$ cat config.mk
export PLATFORM = sky130hd
export DESIGN_NAME = rtc_match_counter
export DESIGN_NICKNAME = d
export VERILOG_FILES = /design/src/rtl/rtc_match_pkg.sv /design/src/rtl/rtc_tick_sync.sv /design/src/rtl/rtc_ctrl.sv /design/src/rtl/rtc_datapath.sv /design/src/rtl/rtc_match_counter.sv
export SDC_FILE = /design/constraint.sdc
export NUM_CORES = 1
export LEC_CHECK = 0
export ABC_AREA = 1
export ABC_CLOCK_PERIOD_IN_PS = 2000
export BUFFER_PORTS_ARGS = -buffer_cell sky130_fd_sc_hd__buf_2
export CORE_UTILIZATION = 45
export CTS_BUF_LIST = sky130_fd_sc_hd__clkbuf_8
export DETAILED_ROUTE_END_ITERATION = 6
export HOLD_SLACK_MARGIN = 0.12
export PLACE_DENSITY = 0.77
export SYNTH_ARGS = -nofsm -noshare
export SYNTH_HDL_FRONTEND = slang
export SYNTH_HIERARCHICAL = 1
export SYNTH_SLANG_ARGS = --single-unit
$ cat constraint.sdc
create_clock -name clk -period 2 [get_ports clk]
set_clock_uncertainty 0.15 [all_clocks]
set_input_delay 0.2 -clock clk [delete_from_list [all_inputs] [get_ports clk]]
set_output_delay 0.2 -clock clk [all_outputs]
set_load 0.03 [all_outputs]
$ cat src/rtl/rtc_match_pkg.sv
package rtc_match_pkg;
  localparam int REG_ADDR_W = 3;
  localparam int MODE_W = 3;

  typedef enum logic [REG_ADDR_W-1:0] {
    ADDR_MODE    = 3'd0,
    ADDR_CTRL    = 3'd1,
    ADDR_MATCH   = 3'd2,
    ADDR_MASK    = 3'd3,
    ADDR_STATUS  = 3'd4,
    ADDR_CLEAR   = 3'd5,
    ADDR_COUNT   = 3'd6,
    ADDR_IRQSTAT = 3'd7
  } regAddr_e;

  localparam logic [MODE_W-1:0] MODE_RTC = 3'd1;

  // strobes from control to datapath
  typedef struct packed {
    logic stepEn;    // advance or wrap this cycle
    logic clrCount;  // hold count at zero
    logic loadMatch; // capture write data into match register
  } dpStrobe_t;
endpackage

$ cat src/rtl/rtc_tick_sync.sv
module rtc_tick_sync #(
  parameter int SYNC_STAGES = 2
) (
  input  logic clk,
  input  logic rstN,
  input  logic asyncIn,
  output logic tickPulse
);
  logic [SYNC_STAGES-1:0] syncQ;
  logic prevQ;

  generate
    for (genvar i = 0; i < SYNC_STAGES; i++) begin : g_stage
      if (i == 0) begin : g_first
        always_ff @(posedge clk or negedge rstN)
          if (!rstN) syncQ[0] <= 1'b0;
          else       syncQ[0] <= asyncIn;
      end else begin : g_rest
        always_ff @(posedge clk or negedge rstN)
          if (!rstN) syncQ[i] <= 1'b0;
          else       syncQ[i] <= syncQ[i-1];
      end
    end
  endgenerate

  always_ff @(posedge clk or negedge rstN)
    if (!rstN) prevQ <= 1'b0;
    else       prevQ <= syncQ[SYNC_STAGES-1];

  assign tickPulse = syncQ[SYNC_STAGES-1] & ~prevQ;

  // a detected edge lasts one cycle only
  assert_single_tick_R2: assert property (@(posedge clk) disable iff (!rstN)
    tickPulse |=> !tickPulse);
endmodule

$ cat src/rtl/rtc_ctrl.sv
module rtc_ctrl
  import rtc_match_pkg::*;
#(
  parameter int DATA_W = 32
) (
  input  logic                  clk,
  input  logic                  rstN,
  input  logic                  regWrEn,
  input  logic [REG_ADDR_W-1:0] regAddr,
  input  logic [DATA_W-1:0]     regWrData,
  input  logic                  tickPulse,
  input  logic                  matchHit,
  output dpStrobe_t             strobes,
  output logic [MODE_W-1:0]     modeSel,
  output logic                  runEn,
  output logic                  rtcEn,
  output logic                  maskBit,
  output logic                  rawFlag,
  output logic                  irqOut
);
  logic wrMode, wrCtrl, wrMatch, wrMask, wrClear;

  always_comb begin
    wrMode  = regWrEn && (regAddr == ADDR_MODE);
    wrCtrl  = regWrEn && (regAddr == ADDR_CTRL);
    wrMatch = regWrEn && (regAddr == ADDR_MATCH);
    wrMask  = regWrEn && (regAddr == ADDR_MASK);
    wrClear = regWrEn && (regAddr == ADDR_CLEAR) && regWrData[0];
  end

  always_ff @(posedge clk or negedge rstN) begin
    if (!rstN) begin
      modeSel <= '0;
      runEn   <= 1'b0;
      rtcEn   <= 1'b0;
      maskBit <= 1'b0;
    end else begin
      if (wrMode && !runEn) modeSel <= regWrData[MODE_W-1:0];
      if (wrCtrl) begin
        runEn <= regWrData[0];
        rtcEn <= regWrData[1];
      end
      if (wrMask) maskBit <= regWrData[0];
    end
  end

  always_ff @(posedge clk or negedge rstN) begin
    if (!rstN)         rawFlag <= 1'b0;
    else if (matchHit) rawFlag <= 1'b1;
    else if (wrClear)  rawFlag <= 1'b0;
  end

  always_comb begin
    strobes.stepEn    = tickPulse && runEn && rtcEn && (modeSel == MODE_RTC);
    strobes.clrCount  = !runEn;
    strobes.loadMatch = wrMatch && !runEn;
  end

  assign irqOut = rawFlag & maskBit;

  // a match always leaves the flag set, even against a clear
  assert_match_sets_flag_R5: assert property (@(posedge clk) disable iff (!rstN)
    matchHit |=> rawFlag);
  // a clear without a competing match drops the flag
  assert_clear_drops_flag_R5: assert property (@(posedge clk) disable iff (!rstN)
    (wrClear && !matchHit) |=> !rawFlag);
  // mode select frozen during a write attempt while running
  assert_mode_locked_R7: assert property (@(posedge clk) disable iff (!rstN)
    (wrMode && runEn) |=> $stable(modeSel));
endmodule

$ cat src/rtl/rtc_datapath.sv
module rtc_datapath
  import rtc_match_pkg::*;
#(
  parameter int CNT_W = 32
) (
  input  logic             clk,
  input  logic             rstN,
  input  dpStrobe_t        strobes,
  input  logic [CNT_W-1:0] wrData,
  output logic [CNT_W-1:0] countVal,
  output logic [CNT_W-1:0] matchVal,
  output logic             matchHit
);
  localparam logic [CNT_W-1:0] MATCH_RST = '1;

  logic atMatch;
  assign atMatch  = (countVal == matchVal);
  assign matchHit = strobes.stepEn && atMatch;

  always_ff @(posedge clk or negedge rstN) begin
    if (!rstN)                  matchVal <= MATCH_RST;
    else if (strobes.loadMatch) matchVal <= wrData;
  end

  always_ff @(posedge clk or negedge rstN) begin
    if (!rstN)                countVal <= '0;
    else if (strobes.clrCount) countVal <= '0;
    else if (strobes.stepEn)  countVal <= atMatch ? '0 : countVal + 1'b1;
  end

  // stepping on the match value returns to zero
  assert_wrap_zero_R4: assert property (@(posedge clk) disable iff (!rstN)
    matchHit |=> (countVal == '0));
  // a step below the match climbs by one
  assert_step_one_R2: assert property (@(posedge clk) disable iff (!rstN)
    (strobes.stepEn && !atMatch && !strobes.clrCount) |=> (countVal == $past(countVal) + 1'b1));
  // no step, no change
  assert_hold_R3: assert property (@(posedge clk) disable iff (!rstN)
    (!strobes.stepEn && !strobes.clrCount) |=> $stable(countVal));
endmodule

$ cat src/rtl/rtc_match_counter.sv
module rtc_match_counter
  import rtc_match_pkg::*;
#(
  parameter int CNT_W = 32,
  parameter int SYNC_STAGES = 2
) (
  input  logic                  clk,
  input  logic                  rstN,
  input  logic                  rtcClkIn,
  input  logic                  regWrEn,
  input  logic [REG_ADDR_W-1:0] regAddr,
  input  logic [CNT_W-1:0]      regWrData,
  output logic [CNT_W-1:0]      regRdData,
  output logic                  irqOut
);
  logic             tickPulse, matchHit;
  dpStrobe_t        strobes;
  logic [MODE_W-1:0] modeSel;
  logic             runEn, rtcEn, maskBit, rawFlag;
  logic [CNT_W-1:0] countVal, matchVal;

  rtc_tick_sync #(.SYNC_STAGES(SYNC_STAGES)) sync_i (
    .clk(clk), .rstN(rstN), .asyncIn(rtcClkIn), .tickPulse(tickPulse));

  rtc_ctrl #(.DATA_W(CNT_W)) ctrl_i (
    .clk(clk), .rstN(rstN), .regWrEn(regWrEn), .regAddr(regAddr),
    .regWrData(regWrData), .tickPulse(tickPulse), .matchHit(matchHit),
    .strobes(strobes), .modeSel(modeSel), .runEn(runEn), .rtcEn(rtcEn),
    .maskBit(maskBit), .rawFlag(rawFlag), .irqOut(irqOut));

  rtc_datapath #(.CNT_W(CNT_W)) dp_i (
    .clk(clk), .rstN(rstN), .strobes(strobes), .wrData(regWrData),
    .countVal(countVal), .matchVal(matchVal), .matchHit(matchHit));

  always_comb begin
    regRdData = '0;
    case (regAddr)
      ADDR_MODE:    regRdData[MODE_W-1:0] = modeSel;
      ADDR_CTRL:    regRdData[1:0] = {rtcEn, runEn};
      ADDR_MATCH:   regRdData = matchVal;
      ADDR_MASK:    regRdData[0] = maskBit;
      ADDR_STATUS:  regRdData[0] = rawFlag;
      ADDR_COUNT:   regRdData = countVal;
      ADDR_IRQSTAT: regRdData[0] = irqOut;
      default:      regRdData = '0;
    endcase
  end

  // match register frozen against writes while running
  assert_match_locked_R7: assert property (@(posedge clk) disable iff (!rstN)
    (regWrEn && regAddr == ADDR_MATCH && runEn) |=> $stable(matchVal));
  // a disabled run bit leaves the count at zero
  assert_idle_zero_R3: assert property (@(posedge clk) disable iff (!rstN)
    (!runEn) |=> (countVal == '0));
endmodule

==> impl_metrics.json <==
{
  "max_cap_viol_count": 0,
  "syn_inst": 643,
  "grt_pass1_wl_mm": 20.62,
  "tritoncts": "built",
  "synth_area_um2": 4778,
  "fillCellCount": 952,
  "yosysMostFrequentCell": "nand2_1",
  "status": "complete, no violations",
  "hold_viol_final": 0,
  "nets": 816,
  "coreArea_um2": 10320,
  "synth.distinct_cells": 32,
  "clock-sinks": 74,
  "finalCriticalPeriod_ps": 1895,
  "crit_path_cell_trace": "ha_2, nand3_2, nor2_4, nand2_2, nor2_2, nand3_1, o21bai_1, o21ai_0, nor2_1",
  "h-tree-depth": 3,
  "rsz0062_at_grt": "true",
  "routed_wl_mm": 12.49,
  "synth_top_area_cell": "dfrtp_1",
  "netlist.area_leader.share": 0.2200,
  "slowest_delay_ps": 410,
  "worst_pin_slew_ps": 454.7,
  "synth-edff-count": 0,
  "fp-row-count": 37,
  "power_mw": 4.717,
  "synth_ff_type": "dfrtp_1",
  "start_util": 0.4629,
  "route.detailed.drc": 0,
  "ir_drop_uv": 502.3,
  "crit_type": "register to register",
  "die_w_um": 105.0,
  "synth_nets": 683,
  "antenna_found_initial": 0,
  "cp-end-kind": "register",
  "wl_per_cell_um": 13.62,
  "ys.warnings.count": 6,
  "tns_ps": 0,
  "grt_use_total": 0.2358,
  "n_antenna_cell": 0,
  "leakage_nw": 2.818,
  "synth_top_family_by_area": "simple AND/OR/NAND/NOR gates",
  "drt_pass1_iterations": 5,
  "slew_headroom": 0.6958,
  "crit_slowest_cell": "dfrtp_1",
  "start_kind": "register",
  "final_antenna_net_count": 0,
  "grt_max_degree": 75,
  "final-seq-area_um2": 1894,
  "drive_gt1_frac": 0.2881,
  "post-route-period-util": 0.9474,
  "setup_viol": 0,
  "cts-root-buf": "clkbuf_8",
  "area_delta_synth_final_pct": 28.02,
  "die_h_um": 105.0,
  "avgSynthCellArea_um2": 7.431,
  "clock_path_buffers": 2,
  "crit_family": "simple AND/OR/NAND/NOR gates",
  "vias": 4589,
  "postSynth.asyncResetShare": 1.000,
  "synth_fa_ha_area_frac": 0.002618,
  "synth_xor_area_frac": 0.06965,
  "dp_hpwl_mm": 9.240,
  "cts_made_buffers": 9,
  "globalplace.congestion": 0.9111,
  "crit_arrival_ps": 2030,
  "portBuffers": 71,
  "routed_via_density": 5.004,
  "pin_count": 72,
  "synthTopCellsByCount": "nand2_1, nor2_1, inv_1, dfrtp_1, dfstp_2",
  "worst-path-buf-inv": 0,
  "multi_input_area_um2": 2572,
  "worstPathMaxFanout": 5,
  "worstHoldPathType": "input pin to register",
  "seq_area_frac_synth": 0.3959,
  "synthMuxAreaShare": 0.05420,
  "grt_pass1_vias": 4339,
  "overflow": 0,
  "synth-seq-cells": 74,
  "slew_viol_final": 0,
  "synth_compound_gate_area_share": 0.03221,
  "powerDensity_nw_per_um2": 771.0,
  "die_area_um2": 11030,
  "crit_required_ps": 2130,
  "synth.area.top_cells": "dfrtp_1, nand2_1, dfstp_2, nor2_1, mux2_2",
  "fmax_mhz": 527.8,
  "yosys.area_share.simple": 0.3713,
  "drtIter0Drc": 289,
  "clk_pin_slew_ps": 80,
  "clock_latency_ps": 360
}
==> through the flow <==
stage	instance area, um^2	utilization	hold slack [ps]	setup slack (ps)	instances
2_1_floorplan	4778	-	-245.6	156.7	643
3_3_place_gp	5411	0.5242	112.0	133.6	861
3_5_place_dp	5411	0.5242	118.7	90.49	861
4_1_cts	6067	0.5877	142.0	68.82	916
5_1_grt	6117	0.5925	173.5	-14.17	917
6_report	6117	0.5925	151.8	105.3	917
==> state kept, by name, indices dropped and copies added (netlist names) <==
| signal | cells |
|---|---|
| sync_i/prevQ | 1 |
| ctrl_i/maskBit | 1 |
| ctrl_i/runEn | 1 |
| ctrl_i/modeSel | 3 |
| ctrl_i/rtcEn | 1 |
| dp_i/matchVal | 32 |
| ctrl_i/rawFlag | 1 |
| sync_i/syncQ | 2 |
| dp_i/countVal | 32 |
==> tightest hold or removal path, cell delays in order <==
cell	delay, ps
buf_2	210
nand3_1	110
o21ai_1	60
nand2_1	50
==> cell usage in the layout, fill, tap and decap left out, types with 20 or more instances in the layout <==
| master | instances |
|---|---|
| nand2_1 | 242 |
| buf_2 | 71 |
| nor2_1 | 68 |
| inv_1 | 46 |
| dfrtp_1 | 40 |
| dlygate4sd3_1 | 39 |
| dfstp_2 | 32 |
| buf_4 | 29 |
| xnor2_1 | 24 |
| o21ai_0 | 24 |
| mux2_2 | 23 |
| nand4_1 | 22 |
| nand3_1 | 20 |
==> routing by layer <==
layer / up-vias / track usage / wire length, um
met1: 2149 / 0.3190 / 5733
met4: 0 / 0.08048 / 167
li1: 2290 / - / -
met5: - / 0 / 0
met2: 133 / 0.3950 / 6036
met3: 17 / 0.02246 / 555
==> worst paths after layout <==
kind                             startpoint                 to  slack [ps]  depth (start not counted)
max                        dp_i/countVal[1]  dp_i/countVal[22]         110                          9
min                              regAddr[2]     ctrl_i/rawFlag         150                          4
max reg2reg                dp_i/countVal[1]  dp_i/countVal[22]         110                          9
min reg2reg                 sync_i/syncQ[0]    sync_i/syncQ[1]         200                          0
max in group asynchronous              rstN  dp_i/matchVal[29]        1080                          3
min in group asynchronous              rstN  dp_i/countVal[24]         270                          3
==> where the power goes <==
group / internal, mW / leakage [nW] / switching [mW]
Combinational: 0.504 / 1.78 / 0.587
Sequential: 1.86 / 0.902 / 0.213
Clock: 0.957 / 0.135 / 0.595
Total: 3.32 / 2.82 / 1.39
==> kinds of logic after synthesis <==
| logic type | count (synthesis) |
|---|---|
| and+or+nand+nor | 406 |
| DFF | 74 |
| buffers and inverters | 71 |
| xor gates and xnor gates | 38 |
| AOI/OAI and AO/OA | 30 |
| muxes | 23 |
| adders and majority gates | 1 |
==> final cells by class <==
cell class | count | area share
repair buffers | 142 | 0.1673
multi-input cells | 498 | 0.4205
flip-flops and latches | 74 | 0.3097
clock buffers | 9 | 0.02025
well taps | 136 | 0.02782
inverters | 51 | 0.03129
clock inverters | 7 | 0.02311
==> timing repair <==
action | CTS | global route
setup endpoints to repair | 0 | 20
resized for setup | 0 | 14
buffers inserted | 0 | 1
hold endpoints to repair | 114 | 0
hold buffers | 39 | 0
No activity file was read; power rests on OpenSTA's default activity.
